<file path="config.mk">
export PLATFORM = sky130hd
export DESIGN_NAME = adaptSpecGate
export DESIGN_NICKNAME = d
export VERILOG_FILES = /design/src/rtl/adaptSpecGatePkg.sv /design/src/rtl/gateBitPick.sv /design/src/rtl/gateCtl.sv /design/src/rtl/gateData.sv /design/src/rtl/adaptSpecGate.sv
export SDC_FILE = /design/constraint.sdc
export NUM_CORES = 1
export LEC_CHECK = 0
export CORE_ASPECT_RATIO = 1.5
export CORE_MARGIN = 1
export CORE_UTILIZATION = 57
export CTS_CLUSTER_SIZE = 16
export DETAILED_ROUTE_END_ITERATION = 10
export PLACE_DENSITY = 0.8
export SLEW_MARGIN = 20
export SYNTH_ARGS = -nofsm -noshare
export SYNTH_HDL_FRONTEND = slang
export SYNTH_SLANG_ARGS = --single-unit
export TNS_END_PERCENT = 10
</file>
<file path="constraint.sdc">
create_clock -name clk -period 4.7 [get_ports clk]
set_clock_uncertainty 0.1 [all_clocks]
set_input_delay 1.175 -clock clk [delete_from_list [all_inputs] [get_ports clk]]
set_output_delay 1.175 -clock clk [all_outputs]
set_load 0.05 [all_outputs]
</file>
<file path="src/rtl/adaptSpecGatePkg.sv">
package adaptSpecGatePkg;

  // Strobes from the window control to the datapath, valid for one edge
  typedef struct packed {
    logic step;   // score the held snapshot at this edge
    logic judge;  // this step closes the window: update the flag
    logic clear;  // zero the accumulator at this edge
  } gateStrbT;

endpackage

</file>
<file path="src/rtl/gateBitPick.sv">
module gateBitPick #(
  parameter int HIST_LEN = 14,
  parameter int SEL_W    = 4
) (
  input  logic [HIST_LEN-1:0] vec,
  input  logic [SEL_W-1:0]    sel,
  output logic                bitOut
);

  // Out-of-range indices read as zero
  always_comb begin
    bitOut = 1'b0;
    for (int i = 0; i < HIST_LEN; i++) begin
      if (sel == SEL_W'(i)) bitOut = vec[i];
    end
  end

endmodule

</file>
<file path="src/rtl/gateCtl.sv">
module gateCtl
  import adaptSpecGatePkg::*;
#(
  parameter int CNT_W = 10
) (
  input  logic             clk,
  input  logic             rstN,
  input  logic             snapStrobe,
  input  logic             winRestart,
  input  logic [CNT_W-1:0] winLen,
  output gateStrbT         strb
);

  logic             pending;
  logic [CNT_W-1:0] snapCount;
  logic             lastSnap;

  // A snapshot taken at one edge is scored at the next
  always_ff @(posedge clk or negedge rstN) begin
    if (!rstN) pending <= 1'b0;
    else       pending <= snapStrobe;
  end

  // winLen of 0 wraps to all ones, giving a 2**CNT_W window
  assign lastSnap = (snapCount == (winLen - CNT_W'(1)));

  always_comb begin
    strb.step  = pending & ~winRestart;
    strb.judge = strb.step & lastSnap;
    strb.clear = winRestart | strb.judge;
  end

  always_ff @(posedge clk or negedge rstN) begin
    if (!rstN)          snapCount <= '0;
    else if (strb.clear) snapCount <= '0;
    else if (strb.step)  snapCount <= snapCount + CNT_W'(1);
  end

endmodule

</file>
<file path="src/rtl/gateData.sv">
module gateData
  import adaptSpecGatePkg::*;
#(
  parameter int HIST_LEN = 14,
  parameter int ACC_W    = 9,
  parameter int SEL_W    = 4
) (
  input  logic                    clk,
  input  logic                    rstN,
  input  logic                    bitIn,
  input  logic                    bitValid,
  input  logic                    snapStrobe,
  input  logic [SEL_W-1:0]        selA,
  input  logic [SEL_W-1:0]        selB,
  input  logic [ACC_W-1:0]        magThresh,
  input  gateStrbT                strb,
  output logic signed [ACC_W-1:0] accVal,
  output logic                    agree,
  output logic                    adaptEn
);

  localparam logic signed [ACC_W-1:0] ACC_MAX = {1'b0, {(ACC_W-1){1'b1}}};
  localparam logic signed [ACC_W-1:0] ACC_MIN = {1'b1, {(ACC_W-1){1'b0}}};

  logic [HIST_LEN-1:0]     history;
  logic [HIST_LEN-1:0]     snapshot;
  logic [SEL_W-1:0]        selPair [2];
  logic [1:0]              pickBit;
  logic signed [ACC_W-1:0] accNext;
  logic [ACC_W-1:0]        magNext;

  // Index 0 is the newest bit
  always_ff @(posedge clk or negedge rstN) begin
    if (!rstN)         history <= '0;
    else if (bitValid) history <= {history[HIST_LEN-2:0], bitIn};
  end

  always_ff @(posedge clk or negedge rstN) begin
    if (!rstN)           snapshot <= '0;
    else if (snapStrobe) snapshot <= history;
  end

  assign selPair[0] = selA;
  assign selPair[1] = selB;

  for (genvar g = 0; g < 2; g++) begin : gPick
    gateBitPick #(
      .HIST_LEN(HIST_LEN),
      .SEL_W   (SEL_W)
    ) uPick (
      .vec   (snapshot),
      .sel   (selPair[g]),
      .bitOut(pickBit[g])
    );
  end

  assign agree = pickBit[0] ~^ pickBit[1];

  // Clamped up/down step
  always_comb begin
    if (agree) accNext = (accVal == ACC_MAX) ? accVal : accVal + ACC_W'(1);
    else       accNext = (accVal == ACC_MIN) ? accVal : accVal - ACC_W'(1);
  end

  // Unsigned magnitude: the most negative value maps to 2**(ACC_W-1)
  assign magNext = accNext[ACC_W-1] ? $unsigned(~accNext + ACC_W'(1)) : $unsigned(accNext);

  always_ff @(posedge clk or negedge rstN) begin
    if (!rstN)           accVal <= '0;
    else if (strb.clear) accVal <= '0;
    else if (strb.step)  accVal <= accNext;
  end

  always_ff @(posedge clk or negedge rstN) begin
    if (!rstN)           adaptEn <= 1'b0;
    else if (strb.judge) adaptEn <= (magNext < magThresh);
  end

endmodule

</file>
<file path="src/rtl/adaptSpecGate.sv">
module adaptSpecGate
  import adaptSpecGatePkg::*;
#(
  parameter int HIST_LEN = 14,
  parameter int ACC_W    = 9,
  parameter int CNT_W    = 10,
  localparam int SEL_W   = $clog2(HIST_LEN)
) (
  input  logic             clk,
  input  logic             rstN,
  input  logic             bitIn,
  input  logic             bitValid,
  input  logic             snapStrobe,
  input  logic             winRestart,
  input  logic [SEL_W-1:0] selA,
  input  logic [SEL_W-1:0] selB,
  input  logic [CNT_W-1:0] winLen,
  input  logic [ACC_W-1:0] magThresh,
  output logic             adaptEn
);

  gateStrbT                strb;
  logic signed [ACC_W-1:0] accVal;
  logic                    agree;

  gateCtl #(
    .CNT_W(CNT_W)
  ) uCtl (
    .clk       (clk),
    .rstN      (rstN),
    .snapStrobe(snapStrobe),
    .winRestart(winRestart),
    .winLen    (winLen),
    .strb      (strb)
  );

  gateData #(
    .HIST_LEN(HIST_LEN),
    .ACC_W   (ACC_W),
    .SEL_W   (SEL_W)
  ) uData (
    .clk       (clk),
    .rstN      (rstN),
    .bitIn     (bitIn),
    .bitValid  (bitValid),
    .snapStrobe(snapStrobe),
    .selA      (selA),
    .selB      (selB),
    .magThresh (magThresh),
    .strb      (strb),
    .accVal    (accVal),
    .agree     (agree),
    .adaptEn   (adaptEn)
  );

endmodule

</file>
### Word-level counts from Yosys, hierarchy flattened

Index checks and enable logic that the tools add are counted.

| operators by class | value |
|---|---|
| $add $sub $neg | 5 |
| magnitude comparators | 1 |
| equality and inequality tests | 29 |
| muxes and demuxes | 36 |
| bitwise gates (word level) | 6 |
| reductions and logical operators | 3 |

Operators with widths:

| operator | number |
|---|---|
| two-way mux 9 bit | 6 |
| equality test 4 bit (second input constant) | 12 |
| equality test 4 x 3 -> 1 bit (second input constant) | 8 |
| two-way mux 1 bit | 28 |
| two-way mux 10 bit | 2 |
| adder 9 x 2 -> 9 bit (second input constant) | 2 |
| equality test 9 bit (second input constant) | 2 |
| equality test 4 x 2 -> 1 bit (second input constant) | 4 |
| adder 10 x 1 -> 10 bit (second input constant) | 1 |
| equality test 10 bit | 1 |
| subtractor 10 x 1 -> 10 bit (second input constant) | 1 |
| less-than comparator 9 bit | 1 |
| NOT 9 bit | 1 |
| subtractor 9 x 2 -> 9 bit (second input constant) | 1 |
| equality test 4 x 1 -> 1 bit (second input constant) | 2 |
| logical NOT 4 bit | 2 |
| bitwise AND 1 bit | 2 |
| nonzero test 2 bit | 1 |
| NOT 1 bit | 1 |
| OR 1 bit | 1 |
| bitwise XNOR 1 bit | 1 |

| storage, ports and cells | value |
|---|---|
| flip-flop bits (word level) | 49 |
| input bits | 33 |
| output and inout bits | 1 |
| word-level logic and storage cells | 86 |

### Logic depth before layout (Yosys ltp)

| logic depth | value |
|---|---|
| depth in word-level cells | 21 |
| gate-level depth with buffers | 20 |
| mapped depth without buffers | 18 |

### Modules after synthesis

Synthesis repeated with hierarchy kept, for this count alone.

| unflattened totals | value |
|---|---|
| cells, all modules | 362 |
| area total of the unflattened synthesis | 3672.3 um^2 |

Modules (own cells, without submodules):

| module | instances | cells an instance | area an instance (um^2) | sequential area each (um^2) |
|---|---|---|---|---|
| gateData | 1 | 228 | 2443.6 | 950.9 |
| gateCtl | 1 | 92 | 875.8 | 275.3 |
| gateBitPick | 2 | 21 | 176.4 | 0.0 |

### Least setup slack after synthesis

OpenSTA, ideal clock, no wires.

| timing path | value |
|---|---|
| path type | input -> register |
| from | input port selB[0] |
| to | register uData.adaptEn |
| arrival | 4.946 ns |
| data required time | 4.504 ns |
| path slack | -0.441 ns |
| cell stages on the path | 19 |
| buffers on the path | 2 |
| path through | buf_6 mux4_2 a221o_1 o211ai_2 xor2_4 buf_2 o21ai_0 a31oi_1 ha_1 inv_1 or2_2 o31ai_1 xnor2_1 ha_1 a21o_1 a21o_1 a21oi_1 o21ai_0 o31ai_1 |

| on the way | value |
|---|---|
| cells in the longest elaborated chain, start to end | 21 |
| elaborated cells on any way between the ends | 34 |
| those cells by class | add/sub: 1; order compare: 1; eq/ne: 13; mux: 16; bitwise: 2; reduce/logical: 1 |

Ends and longest elaborated chain:

| what | line | source |
|---|---|---|
| from (decl) | adaptSpecGate.sv:16 | `input logic [SEL_W-1:0] selB,` |
| logical NOT 4 bit | gateBitPick.sv:14 | `if (sel == SEL_W'(i)) bitOut = vec[i];` |
| two-way mux 1 bit (13 in series) | gateBitPick.sv:14 |  |
| two-way mux 1 bit * | gateBitPick.sv:14 |  |
| bitwise XNOR 1 bit * | gateData.sv:57 | `assign agree = pickBit[0] ~^ pickBit[1];` |
| two-way mux 9 bit * | gateData.sv:61 | `if (agree) accNext = (accVal == ACC_MAX) ? accVal : accVal + ACC_W'(1);` |
| NOT 9 bit | gateData.sv:66 | `assign magNext = accNext[ACC_W-1] ? $unsigned(~accNext + ACC_W'(1)) : $unsigned(accNext);` |
| adder 9 x 2 -> 9 bit | gateData.sv:66 |  |
| two-way mux 9 bit * | gateData.sv:66 |  |
| less-than comparator 9 bit * | gateData.sv:76 | `else if (strb.judge) adaptEn <= (magNext < magThresh);` |
| to (signal assigned) | gateData.sv:76 |  |
| to (decl) | gateData.sv:19 | `output logic adaptEn` |

Mark *: on every way between the ends. The rest lies on a longest branch, timed or not.
A chain may end at the register's enable or synchronous reset.

### Final worst setup path

Ends and elaborated chain as after synthesis.

==> Implementation_results.wiki <==
{| class="wikitable"
! Metric !! Value
|-
| Status || finished with violations
|-
| Failing checks || negative setup slack
|-
| Clock Latency Late Sink || 0.31 ns
|-
| Worst hold slack || 0.416 ns
|-
| Core ar. || 5490 um2
|-
| Post-detailed-route count of antenna-violating nets || 0
|-
| Portion of synthesized cell area occupied by the leading cell type || 0.375
|-
| Cell taking the most area after synthesis || sky130_fd_sc_hd__dfrtp_1
|-
| Post-cts hold buffer count || 0
|-
| Element type at the critical path end || flop
|-
| Sequential-to-total area share from yosys stat || 0.375
|-
| Row Count || 33
|-
| Number of global-route vias before repair || 2737
|-
| Height of the die || 94.8 um
|-
| Storage cell area || 1230 um2
|-
| Residual DRC || 0
|-
| Mean routed wirelength per cell || 16.6 um
|-
| Pwr Density || between 500 and 600 nW/um2
|-
| Number of hold-slack violations in the final timing report || 0
|-
| Mapped Cells || 324
|-
| Time the worst path needs with I/O delays and setup || 4.71 ns
|-
| Setup ws final || -0.00584 ns
|-
| Largest net degree at the start of global routing || 50
|-
| Final Setup Violations || 1
|-
| Number of nets produced by synthesis || 370
|-
| Sum of net half-perimeters after detailed placement || 5.61 mm
|-
| Flop and latch count out of synthesis || 49
|-
| Worst setup path category || input port to flop
|-
| Num Clock Sinks || 49
|-
| Htree depth || 2
|-
| Count of inserted antenna diode cells || 0
|-
| Starting Density || 0.595
|-
| DR iter-0 viols || 85
|-
| Number of cells on the worst reg-to-reg path || 17
|-
| Max-cap viol count || 0
|-
| Mean instance size in the synthesized netlist || around 10 um2
|-
| Die Outline Area || between 6000 and 7000 um2
|-
| Pins Over Slew Limit || 0
|-
| Yosys synthesis warning count || 0
|-
| # fillers || 383
|-
| Vias per cell || 5.97
|-
| Worst Hold Depth || 1
|-
| Proportion of layout cells with a drive suffix above 1 || 0.258
|-
| Worst-Margin Slew || 0.817 ns
|-
| NumNets Final || 428
|-
| Clock slew at reported path FFs || 0.11 ns
|-
| RSZ-0062 raised after global routing || yes
|-
| Root Buffer || sky130_fd_sc_hd__clkbuf_8
|-
| Data required time of the critical path || 4.80 ns
|-
| Type of origin of the critical path || input port
|-
| Total overflow reported by the global router || 0
|-
| Area delta synth->final || 24.3%
|-
| TritonCTS clock tree || built
|-
| Boundary pin count || 34
|-
| Cell types with the largest area share after synthesis || sky130_fd_sc_hd__dfrtp_1 38%, sky130_fd_sc_hd__mux2_2 10%, sky130_fd_sc_hd__xnor2_1 6.7%
|-
| Area occupied by multi-input gates || 2020 um2
|-
| Detailed-route via count || 2703
|-
| Async set or reset register ratio after synthesis || 1.00
|-
| Worst hold-check path type || flop to flop
|-
| Peak clock frequency supported by timing || 213 MHz
|-
| Period utilization || 1.00
|-
| Most frequently used flop master after synthesis || sky130_fd_sc_hd__dfrtp_1
|-
| Overall power consumption || roughly 2.2 mW
|-
| Die X-Extent || 63.8 um
|-
| Pleak || 1.78 nW
|-
| Number of synthesized flops with an enable pin || 0
|-
| Summed instance area of the synthesized netlist || 3270 um2
|-
| Count of input and output buffers || 33
|-
| First-pass GRT wire length || 12.5 mm
|-
| Last weighted congestion value of the routability-driven placer || 0.884
|-
| DR pass1 iterations || 4
|-
| Total clock buffers created by CTS || 5
|-
| Maximum clock insertion buffer count || 2
|-
| Crit path arrival time || between 4 and 5 ns
|-
| Total wire length after detailed routing || 7.51 mm
|-
| Peak ir drop on the vdd network || 351 uV
|-
| Post-synth cell types || 46
|-
| Critical path fanouts, max || 5
|-
| Number of antenna violations at the first check in global routing || 0
|-
| GR Util All Layers || 0.271
|-
| Slew margin rel. || 0.455
|}
-- worst paths after layout --
path,startpoint,end,slack (ns)
worst min-delay path,uData.history[13],uData.snapshot[13],0.42
worst min register to register,uData.history[13],uData.snapshot[13],0.42
worst max-delay path,selB[0],uData.adaptEn,-0.006
worst max register to register,uData.snapshot[6],uData.adaptEn,0.56
min in group asynchronous,rstN,uData.history[0],0.76
max in group asynchronous,rstN,uData.accVal[5],3.32
-- registers in the layout, summed over array words and instances, names as in the netlist --
register / cells
uData.history: 14
uData.snapshot: 14
uCtl.snapCount: 10
uCtl.pending: 1
uData.accVal: 9
uData.adaptEn: 1
-- synth_stat cells, drive strengths merged (5+ instances only) --
| cell type | count |
|---|---|
| xnor2 | 25 |
| nor3 | 10 |
| a211oi | 5 |
| nand4 | 6 |
| o21ai | 10 |
| a21oi | 9 |
| ha | 13 |
| xor2 | 15 |
| dfrtp | 49 |
| mux2i | 12 |
| a21o | 6 |
| nand2b | 5 |
| clkbuf | 11 |
| nand2 | 17 |
| mux2 | 30 |
| mux4 | 5 |
| nor2 | 31 |
| inv | 16 |
-- per-stage QoR --
stage	setup slack, ns	cell area, um2	setup TNS, ns	util	instances
finish	-0.00584	4060	-0.00584	0.740	453
floorplan	-0.237	3300	-0.237	-	324
global placement	-0.799	3830	-0.799	0.697	438
CTS	0.000333	4030	0	0.734	453
global route	-0.179	4060	-0.179	0.740	453
detailed placement	-1.00	3830	-1.00	0.697	438
-- worst max-delay path: stages --
cell	delay, ns
sky130_fd_sc_hd__buf_8	0.08
sky130_fd_sc_hd__mux4_2	0.49
sky130_fd_sc_hd__a221o_1	0.37
sky130_fd_sc_hd__o211ai_2	0.12
sky130_fd_sc_hd__xor2_4	0.25
sky130_fd_sc_hd__mux2i_2	0.31
sky130_fd_sc_hd__xnor2_2	0.17
sky130_fd_sc_hd__ha_2	0.22
sky130_fd_sc_hd__inv_2	0.03
sky130_fd_sc_hd__or2_4	0.24
sky130_fd_sc_hd__o31ai_4	0.17
sky130_fd_sc_hd__xnor2_1	0.15
sky130_fd_sc_hd__ha_1	0.27
sky130_fd_sc_hd__a21o_1	0.17
sky130_fd_sc_hd__a21o_1	0.16
sky130_fd_sc_hd__a21oi_2	0.12
sky130_fd_sc_hd__o21ai_1	0.07
sky130_fd_sc_hd__o31ai_1	0.24
-- per-layer routing --
metal	vias to the layer above	routed length [um]	global-route usage
li1	1269	-	-
met1	1336	2800	0.285
met2	72	4170	0.521
met3	26	234	0.0362
met4	0	301	0.127
met5	-	0	0
-- logic make-up after synthesis --
family                   after synthesis  share of synthesized area
AO/OA/AOI/OAI                         45                     0.0976
XOR/XNOR                              40                      0.113
adder cells (fa/ha/maj)               13                     0.0498
buffers and inverters                 30                     0.0371
flip-flops                            49                      0.375
multiplexers                          47                      0.175
AND/OR/NAND/NOR                      100                      0.153
-- final cells by class --
| type | instances | share of cell area |
|---|---|---|
| multi-input cells | 245 | 0.497 |
| inverters | 16 | 0.0148 |
| repair buffers | 65 | 0.140 |
| well taps | 70 | 0.0216 |
| flip-flops and latches | 49 | 0.302 |
| clock inverters | 3 | 0.00831 |
| clock buffers | 5 | 0.0169 |
-- placed cells by master (no fill, tap or decap), types with 10 or more instances in the layout --
master                            Yosys  layout
sky130_fd_sc_hd__mux2i_1             12      10
sky130_fd_sc_hd__nand2_1             17      17
sky130_fd_sc_hd__mux2_2              30      29
sky130_fd_sc_hd__ha_1                13      12
sky130_fd_sc_hd__xnor2_1             25      24
sky130_fd_sc_hd__dfrtp_1             49      49
sky130_fd_sc_hd__buf_4                0      33
sky130_fd_sc_hd__nor2_1              31      31
sky130_fd_sc_hd__inv_1               16      15
sky130_fd_sc_hd__xor2_1              14      12
sky130_fd_sc_hd__nor3_1              10      10
sky130_fd_sc_hd__clkdlybuf4s50_1      0      26
-- power by group --
part           internal, mW  total [mW]  switching, mW
Clock                 0.111       0.272          0.160
Sequential            0.534       0.670          0.135
Combinational         0.661        1.22          0.560
Total                  1.31        2.16          0.856
-- timing repair --
| item | in CTS | in global routing |
|---|---|---|
| resized for setup | 28 | 7 |
| endpoints found under the setup margin | 1 | 1 |
| pin swaps | 11 | 3 |
| setup buffers | 7 | 0 |
Power figures use the tool's default switching activity.
